`src/rtl/ctrl_seq_pkg.sv`:
```
package ctrl_seq_pkg;

  typedef enum logic [2:0] {
    ST_IDLE = 3'd0,
    ST_DIN  = 3'd1,
    ST_DOUT = 3'd2,
    ST_SIN  = 3'd3,
    ST_SOUT = 3'd4,
    ST_HALT = 3'd5
  } stage_e;

  typedef enum logic [1:0] {
    EV_SETUP = 2'd0,
    EV_IN    = 2'd1,
    EV_OUT   = 2'd2,
    EV_RSVD  = 2'd3
  } evt_e;

endpackage

```
`src/rtl/cxs_setup_dec.sv`:
```
// Picks the first stage of a transfer from the setup request fields.
module cxs_setup_dec #(
  parameter int LEN_W = 16
) (
  input  logic             dir_in,
  input  logic [LEN_W-1:0] req_len,
  output ctrl_seq_pkg::stage_e first_stage
);
  import ctrl_seq_pkg::*;

  always_comb begin
    if (req_len == '0)
      first_stage = ST_SIN;
    else if (dir_in)
      first_stage = ST_DIN;
    else
      first_stage = ST_DOUT;
  end
endmodule

```
`src/rtl/cxs_byte_acc.sv`:
```
// Accumulates data-stage bytes and flags the transaction that ends the stage.
module cxs_byte_acc #(
  parameter int LEN_W   = 16,
  parameter int MAX_PKT = 64,
  parameter int PKT_W   = $clog2(MAX_PKT + 1)
) (
  input  logic             clk,
  input  logic             rst,
  input  logic             clear,
  input  logic             add,
  input  logic [LEN_W-1:0] req_len,
  input  logic [PKT_W-1:0] pkt_bytes,
  output logic             last
);
  localparam int CNT_W = LEN_W + 1;

  logic [CNT_W-1:0] cnt_q;
  logic [LEN_W-1:0] len_q;
  logic [CNT_W-1:0] sum;

  assign sum  = cnt_q + CNT_W'(pkt_bytes);
  assign last = (sum >= {1'b0, len_q}) || (pkt_bytes < PKT_W'(MAX_PKT));

  always_ff @(posedge clk) begin
    if (rst) begin
      cnt_q <= '0;
      len_q <= '0;
    end else if (clear) begin
      cnt_q <= '0;
      len_q <= req_len;
    end else if (add) begin
      cnt_q <= sum;
    end
  end
endmodule

```
`src/rtl/cxs_toggle.sv`:
```
// Data PID toggle: forced to DATA1 on load, inverted on flip.
module cxs_toggle (
  input  logic clk,
  input  logic rst,
  input  logic load1,
  input  logic flip,
  output logic tog
);
  always_ff @(posedge clk) begin
    if (rst)        tog <= 1'b0;
    else if (load1) tog <= 1'b1;
    else if (flip)  tog <= ~tog;
  end
endmodule

```
`src/rtl/ctrl_xfer_seq.sv`:
```
// Control transfer stage sequencer for one endpoint.
module ctrl_xfer_seq #(
  parameter int LEN_W   = 16,
  parameter int MAX_PKT = 64,
  parameter int PKT_W   = $clog2(MAX_PKT + 1)
) (
  input  logic             clk,
  input  logic             rst,
  input  logic             pingpong_en,
  input  logic             fw_stall,
  input  logic             evt_valid,
  input  logic [1:0]       evt_kind,
  input  logic [PKT_W-1:0] evt_bytes,
  input  logic             setup_dir,
  input  logic [LEN_W-1:0] setup_length,
  output logic [2:0]       stage_o,
  output logic             stall_o,
  output logic             data1_o,
  output logic             zlp_o,
  output logic             done_o
);
  import ctrl_seq_pkg::*;

  stage_e stage_q, stage_n, first_stage;
  logic   done_q, done_n;
  logic   tog_load1, tog_flip, acc_clear, acc_add, acc_last;
  logic   is_setup, is_in, is_out;

  assign is_setup = evt_valid && (evt_kind == EV_SETUP);
  assign is_in    = evt_valid && (evt_kind == EV_IN);
  assign is_out   = evt_valid && (evt_kind == EV_OUT);

  cxs_setup_dec #(.LEN_W(LEN_W)) u_dec (
    .dir_in      (setup_dir),
    .req_len     (setup_length),
    .first_stage (first_stage)
  );

  cxs_byte_acc #(.LEN_W(LEN_W), .MAX_PKT(MAX_PKT), .PKT_W(PKT_W)) u_acc (
    .clk       (clk),
    .rst       (rst),
    .clear     (acc_clear),
    .add       (acc_add),
    .req_len   (setup_length),
    .pkt_bytes (evt_bytes),
    .last      (acc_last)
  );

  cxs_toggle u_tog (
    .clk   (clk),
    .rst   (rst),
    .load1 (tog_load1),
    .flip  (tog_flip),
    .tog   (data1_o)
  );

  always_comb begin
    stage_n   = stage_q;
    done_n    = 1'b0;
    tog_load1 = 1'b0;
    tog_flip  = 1'b0;
    acc_clear = 1'b0;
    acc_add   = 1'b0;
    if (pingpong_en) begin
      stage_n = ST_HALT;
    end else if (is_setup) begin
      stage_n   = first_stage;
      acc_clear = 1'b1;
      tog_load1 = 1'b1;
    end else if (fw_stall) begin
      stage_n = ST_HALT;
    end else if (is_in || is_out) begin
      unique case (stage_q)
        ST_IDLE: stage_n = ST_HALT;
        ST_DIN: begin
          if (is_in) begin
            acc_add = 1'b1;
            if (acc_last) begin
              stage_n   = ST_SOUT;
              tog_load1 = 1'b1;
            end else begin
              tog_flip = 1'b1;
            end
          end else begin
            stage_n = ST_HALT;
          end
        end
        ST_DOUT: begin
          if (is_out) begin
            acc_add = 1'b1;
            if (acc_last) begin
              stage_n   = ST_SIN;
              tog_load1 = 1'b1;
            end else begin
              tog_flip = 1'b1;
            end
          end else begin
            stage_n = ST_HALT;
          end
        end
        ST_SIN: begin
          if (is_in) begin
            stage_n = ST_IDLE;
            done_n  = 1'b1;
          end else begin
            stage_n = ST_HALT;
          end
        end
        ST_SOUT: begin
          if (is_out) begin
            stage_n = ST_IDLE;
            done_n  = 1'b1;
          end else begin
            stage_n = ST_HALT;
          end
        end
        default: stage_n = ST_HALT;
      endcase
    end
  end

  always_ff @(posedge clk) begin
    if (rst) begin
      stage_q <= ST_IDLE;
      done_q  <= 1'b0;
    end else begin
      stage_q <= stage_n;
      done_q  <= done_n;
    end
  end

  assign stage_o = stage_q;
  assign stall_o = (stage_q == ST_HALT);
  assign zlp_o   = (stage_q == ST_SIN);
  assign done_o  = done_q;
endmodule

```
`config.mk`:
```
export PLATFORM = sky130hd
export DESIGN_NAME = ctrl_xfer_seq
export DESIGN_NICKNAME = d
export VERILOG_FILES = /design/src/rtl/ctrl_seq_pkg.sv /design/src/rtl/cxs_setup_dec.sv /design/src/rtl/cxs_byte_acc.sv /design/src/rtl/cxs_toggle.sv /design/src/rtl/ctrl_xfer_seq.sv
export SDC_FILE = /design/constraint.sdc
export NUM_CORES = 1
export LEC_CHECK = 0
export BUFFER_PORTS_ARGS = -buffer_cell sky130_fd_sc_hd__buf_2
export CORE_ASPECT_RATIO = 1.25
export CORE_MARGIN = 5
export CORE_UTILIZATION = 51
export CTS_CLUSTER_DIAMETER = 120
export CTS_CLUSTER_SIZE = 16
export DETAILED_ROUTE_END_ITERATION = 12
export GPL_ROUTABILITY_DRIVEN = 0
export PLACE_DENSITY = 0.71
export SYNTH_ARGS = -nofsm -noshare
export SYNTH_HDL_FRONTEND = slang
export SYNTH_SLANG_ARGS = --single-unit
```
`constraint.sdc`:
```
create_clock -name clk -period 5 [get_ports clk]
set_input_delay 1.5 -clock clk [delete_from_list [all_inputs] [get_ports clk]]
set_output_delay 1.5 -clock clk [all_outputs]
set_load 0.01 [all_outputs]
```
==> metrics, run 1 <==
critical-path cell list buf_2, ha_1, fa_1, a211oi_1, o21ai_0, and2_1, nand2_1, xnor2_1, ha_1, and4_1, a41oi_1, o21ai_0, a211o_1, o31a_1, o221a_2; EDFF count, synth 0; router iterations before antenna repair 5; Seq cells post-synth 38; final std cell area, no fill 0.00293 mm²; Final Hold Fails 0; cell taking the most area after synthesis dfxtp_1; number of global-route vias before repair 2357; Slew headroom 61.0%; Iteration-0 DRC Markers 61; RSZ-0062 raised after global routing no; initial antenna violation count 0; vias per cell 5.63; hold path depth 2; Cells after Synth 331; maxcap violations 0; clock skew 0.00351 ns; TritonCTS clock tree built; CP max FO 4; # IOs 38; Synth top area share 29.7%; synth top area cells dfxtp_1, ha_1, nand2_1, a21oi_1, xnor2_1; post-layout min period 4.77 ns; IO Port Bufs 37; Netlist cell types 54; Clk pin slew, worst setup/hold paths 0.08 ns; Initial Util 53.4%; Post-CTS Resized 0; Root Buffer clkbuf_8; # setup viols final 0; vias post-DR 2416; Worst setup SP type input pin; status completed; first-pass GRT wire length 10.3 mm; synthesis-to-finish area growth 14.2%; Worst path slowest cell fa_1; H-tree levels 2; Nets 423; Power Dens Cells 221 mW/mm²; Final Cycle Share 95.3%; TritonCTS buffer count 5; ys async rst share 0%; start point of the critical path evt_bytes[0]; CP arrival 4.95 ns; reg2reg start u_acc.cnt_q[0]; core area 0.00480 mm²; Hold/Removal Path Class reg -> reg; Reg area 761 µm²; postcts setup bufs 0; synth cell count leaders nand2_1, dfxtp_1, a21oi_1; Die Width 73.4 µm; TritonCTS Sinks 38; DP Wirelength 4.75 mm; crit path to stage_o[0]; Yosys Warn Count 0; Die Y 89.3 µm; share of cells above drive strength 1 15.7%; VDD IR max 0.184 mV; top-count cell post-synth nand2_1; FMAX 210 MHz; GRT overflow 0; WP data required 5.18 ns; footprint of the multi-input gates 0.00167 mm²; Avg WL per Cell 14.2 µm; RR Endpoint stage_o[0]; Placed Area 0.00282 mm²; pin count of the biggest net entering global routing 27; Syn Area/Cell 7.75 µm²; sequential cell area fraction in the yosys report 29.7%; R2R Setup Slk 1.23 ns; FP Rows 28; CP Capture Type register; ANT nets after route 0; Post-synth top flop dfxtp_1; # diodes 0; Final Power 648 µW; Setup TNS Final 0 ns; Crit Path Category in -> reg; Synth Net Count 386; cells on worst reg2reg path 14; die area 0.00656 mm²; Fill cells 432; Hold-fix buffers, CTS 0; clock insertion delay at the later pin of the skew report 0.29 ns; measured slew at the worst slew-check pin 0.585 ns; Post-Route WL 6.09 mm; Max Transition Viols Final 0; gr usage total 20.0%; clock buffer depth 2; synthesized area 0.00256 mm²; P_leak 0.00121 µW; Residual DRC 0; Util after Layout 61.1%; slowest stage delay, CP 0.40 ns
-- cells in the final DEF, fill, tap and decap left out, drive strengths merged, types with 5 or more instances in the layout --
| master | count |
|---|---|
| xnor2 | 10 |
| nand3 | 8 |
| or3 | 5 |
| nor2b | 5 |
| and3 | 5 |
| ha | 23 |
| nor3 | 11 |
| a21oi | 35 |
| clkbuf | 5 |
| xor2 | 9 |
| dfxtp | 38 |
| inv | 23 |
| nor4 | 9 |
| nand2 | 61 |
| buf | 43 |
| o21ai | 6 |
| nor2 | 15 |
-- registers in the layout, indices dropped and copies added (netlist names) --
| name | count |
|---|---|
| done_o | 1 |
| stage_o | 3 |
| u_acc.cnt_q | 17 |
| u_acc.len_q | 16 |
| u_tog.tog | 1 |
-- worst max-delay path, delay by kind of cell --
kind | cells | cell delay [ns]
AO/OA/AOI/OAI | 7 | 1.77
adder cells (fa/ha/maj) | 3 | 0.88
AND/OR/NAND/NOR | 3 | 0.54
XOR/XNOR | 1 | 0.14
buffers and inverters | 1 | 0.10
-- power breakdown --
part	switching [µW]	total [µW]	internal, µW
combinational	47.5	81.9	34.4
sequential	3.85	311	307
clock	109	256	147
-- layout make-up --
type / count / area share, %
multi-input cells: 257 / 57.0
well taps: 60 / 2.56
clock inverters: 3 / 1.37
repair buffers: 43 / 7.86
clock buffers: 5 / 2.35
inverters: 23 / 2.95
flip-flops and latches: 38 / 26.0
-- cell families (layout without fill, tap and decap cells) --
group	after synthesis	count (layout)	synth area share (%)
AOI/OAI and AO/OA	70	70	17.6
xor gates and xnor gates	19	19	6.49
and+or+nand+nor	139	139	26.6
buffers and inverters	36	74	5.71
DFF	38	38	29.7
adders and majority gates	24	24	12.0
muxes	5	5	2.00
-- how the worst min path moves through the flow --
stage	startpoint	end	slack [ns]
after floorplan	u_acc.len_q[10]	u_acc.len_q[10]	0.44
after global placement	u_acc.len_q[9]	u_acc.len_q[9]	0.44
after detailed placement	u_acc.len_q[12]	u_acc.len_q[12]	0.45
after CTS	u_acc.len_q[10]	u_acc.len_q[10]	0.46
after global routing	u_acc.len_q[1]	u_acc.len_q[1]	0.48
final	u_acc.len_q[3]	u_acc.len_q[3]	0.46
-- per-stage QoR --
step	setup slack, ns	std cells	hold WS [ns]
2_1_floorplan	0.264	331	0.436
3_3_place_gp	0.0289	421	0.444
3_5_place_dp	-0.0743	421	0.450
4_1_cts	0.222	429	0.463
5_1_grt	0.0137	429	0.482
6_report	0.233	429	0.459
-- routing by layer --
metal  GRT usage, %  part of all wire, %  wire length, µm
met1           22.7                   42             2560
met2           37.4                   53             3200
met3           3.37                  3.2              194
met4           7.08                  2.2              132
met5              0                    0                0
(Power assumes the default switching activity.)
==> inputs of run 2 (changes only) <==
Settings changed: BUFFER_PORTS_ARGS -buffer_cell sky130_fd_sc_hd__buf_2 to -buffer_cell sky130_fd_sc_hd__buf_4.
==> run 2 against run 1 <==
Effect of this change: sequential power hardly changed; largest power group is now the clock network; highest routed layer unchanged; sequential cell count stayed put; critical path type unchanged; sequential share of layout area shrank 1.0 points.
==> metrics, run 2 (synthesized netlist as in run 1, its figures left out) <==
Power Dens Cells 235 mW/mm²; hold path depth 2; GRT overflow 0; Final Hold Fails 0; Die Width 73.4 µm; status completed; worst hold start u_acc.len_q[5]; vias per cell 5.71; P_leak 0.00125 µW; Largest register FFs 17; WP data required 5.22 ns; Crit Path Category in -> reg; Top reg by flops u_acc.cnt_q; cells on worst reg2reg path 13; DP Wirelength 4.87 mm; worst slack, placed -0.105 ns; clock skew 0.0113 ns; # diodes 0; Root Buffer clkbuf_8; Worst setup SP type input pin; pin count of the biggest net entering global routing 27; VDD IR max 0.138 mV; Final Cycle Share 95.7%; # setup viols final 0; CP arrival 5.01 ns; Die Y 89.3 µm; initial antenna violation count 0; TritonCTS Sinks 38; final worst setup slack 0.216 ns; clock insertion delay at the later pin of the skew report 0.29 ns; Hold-fix buffers, CTS 0; Slew headroom 59.6%; measured slew at the worst slew-check pin 0.606 ns; R2R Setup Slk 1.21 ns; most common cell after layout, fill and taps aside nand2_1; router iterations before antenna repair 7; Util after Layout 63.6%; gr usage total 20.6%; CP Capture Type register; RR Endpoint stage_o[1]; Iteration-0 DRC Markers 84; postcts setup bufs 0; Post-Route WL 6.30 mm; TritonCTS clock tree built; synthesis-to-finish area growth 19.0%; vias post-DR 2449; clock buffer depth 2; Residual DRC 0; Hold/Removal Path Class reg -> reg; Nets 423; Non-Filler Instances 429; Post-CTS Resized 0; Avg WL per Cell 14.7 µm; post-layout min period 4.78 ns; first-pass GRT wire length 10.6 mm; cell total after placement 421; Hold Path End u_acc.len_q[5]; Initial Util 53.4%; maxcap violations 0; die area 0.00656 mm²; Clk pin slew, worst setup/hold paths 0.09 ns; # IOs 38; share of cells above drive strength 1 15.7%; most frequent cells in the layout nand2_1, buf_4, dfxtp_1; FMAX 209 MHz; H-tree levels 2; core area 0.00480 mm²; Max Transition Viols Final 0; ANT nets after route 0; TritonCTS buffer count 5; number of global-route vias before repair 2434; IO Port Bufs 37; RSZ-0062 raised after global routing no; CP max FO 4; FP Rows 28; reg2reg start u_acc.cnt_q[0]
==> run 2: changes by cell type in the layout (fill, tap and decap cells not counted) <==
| cell | change |
|---|---|
| o21ai_1 | +1 |
| o21ai_0 | -1 |
| buf_4 | +37 |
| bufinv_16 | +1 |
| o311ai_1 | -1 |
| clkinv_2 | -2 |
| o311ai_0 | +1 |
| buf_2 | -37 |
| clkinv_4 | +1 |
==> run 2: worst max-delay path by stage <==
stage / start / end / slack (ns) / cells past startpoint
after CTS: evt_bytes[0] / stage_o[1] / 0.17 / 14
after global placement: evt_bytes[0] / stage_o[1] / -0.001 / 14
after floorplan: evt_bytes[0] / stage_o[1] / 0.26 / 13
after detailed placement: evt_bytes[0] / stage_o[1] / -0.10 / 14
after global routing: evt_bytes[0] / stage_o[1] / 0.02 / 14
final: evt_bytes[0] / stage_o[1] / 0.22 / 14
==> run 2: routing by layer <==
metal | global-route usage, % | vias to the layer above | share of wire, %
met4 | 8.73 | 0 | 2.5
met1 | 23.4 | 1150 | 42
met5 | 0 | - | 0
li1 | - | 1241 | -
met2 | 37.6 | 45 | 52
met3 | 3.26 | 13 | 3.2
==> run 2: per-stage QoR <==
stage | cell area, µm² | TNS, ns | power, µW | hold WS (ns)
global placement | 2910 | -0.00109 | 407 | 0.446
finish | 3050 | 0 | 717 | 0.458
detailed placement | 2910 | -0.187 | 408 | 0.446
global route | 3050 | 0 | 747 | 0.475
floorplan | 2560 | 0 | 368 | 0.436
CTS | 3050 | 0 | 722 | 0.459
==> run 2: cell type report <==
class	instances	area, µm²
clock buffer	5	68.8
clock inverter	3	68.8
fill	426	1750
inverter	23	86.3
multi-input combinational	257	1670
sequential	38	761
tap	60	75.1
timing repair buffer	43	323
==> run 2: worst max-delay path, cell delays in order <==
cell      delay, ns
buf_4          0.11
ha_1           0.22
fa_1           0.40
a211oi_1       0.33
o21ai_1        0.19
and3_1         0.26
xor2_1         0.15
ha_1           0.30
a21o_1         0.17
a21o_1         0.17
a221o_1        0.31
a211o_1        0.28
o311ai_0       0.41
mux2i_1        0.22
==> run 2: power breakdown <==
group	internal, µW	switching [µW]
logic	42.2	48.2
registers	307	4.18
clock network	200	115
total	549	167
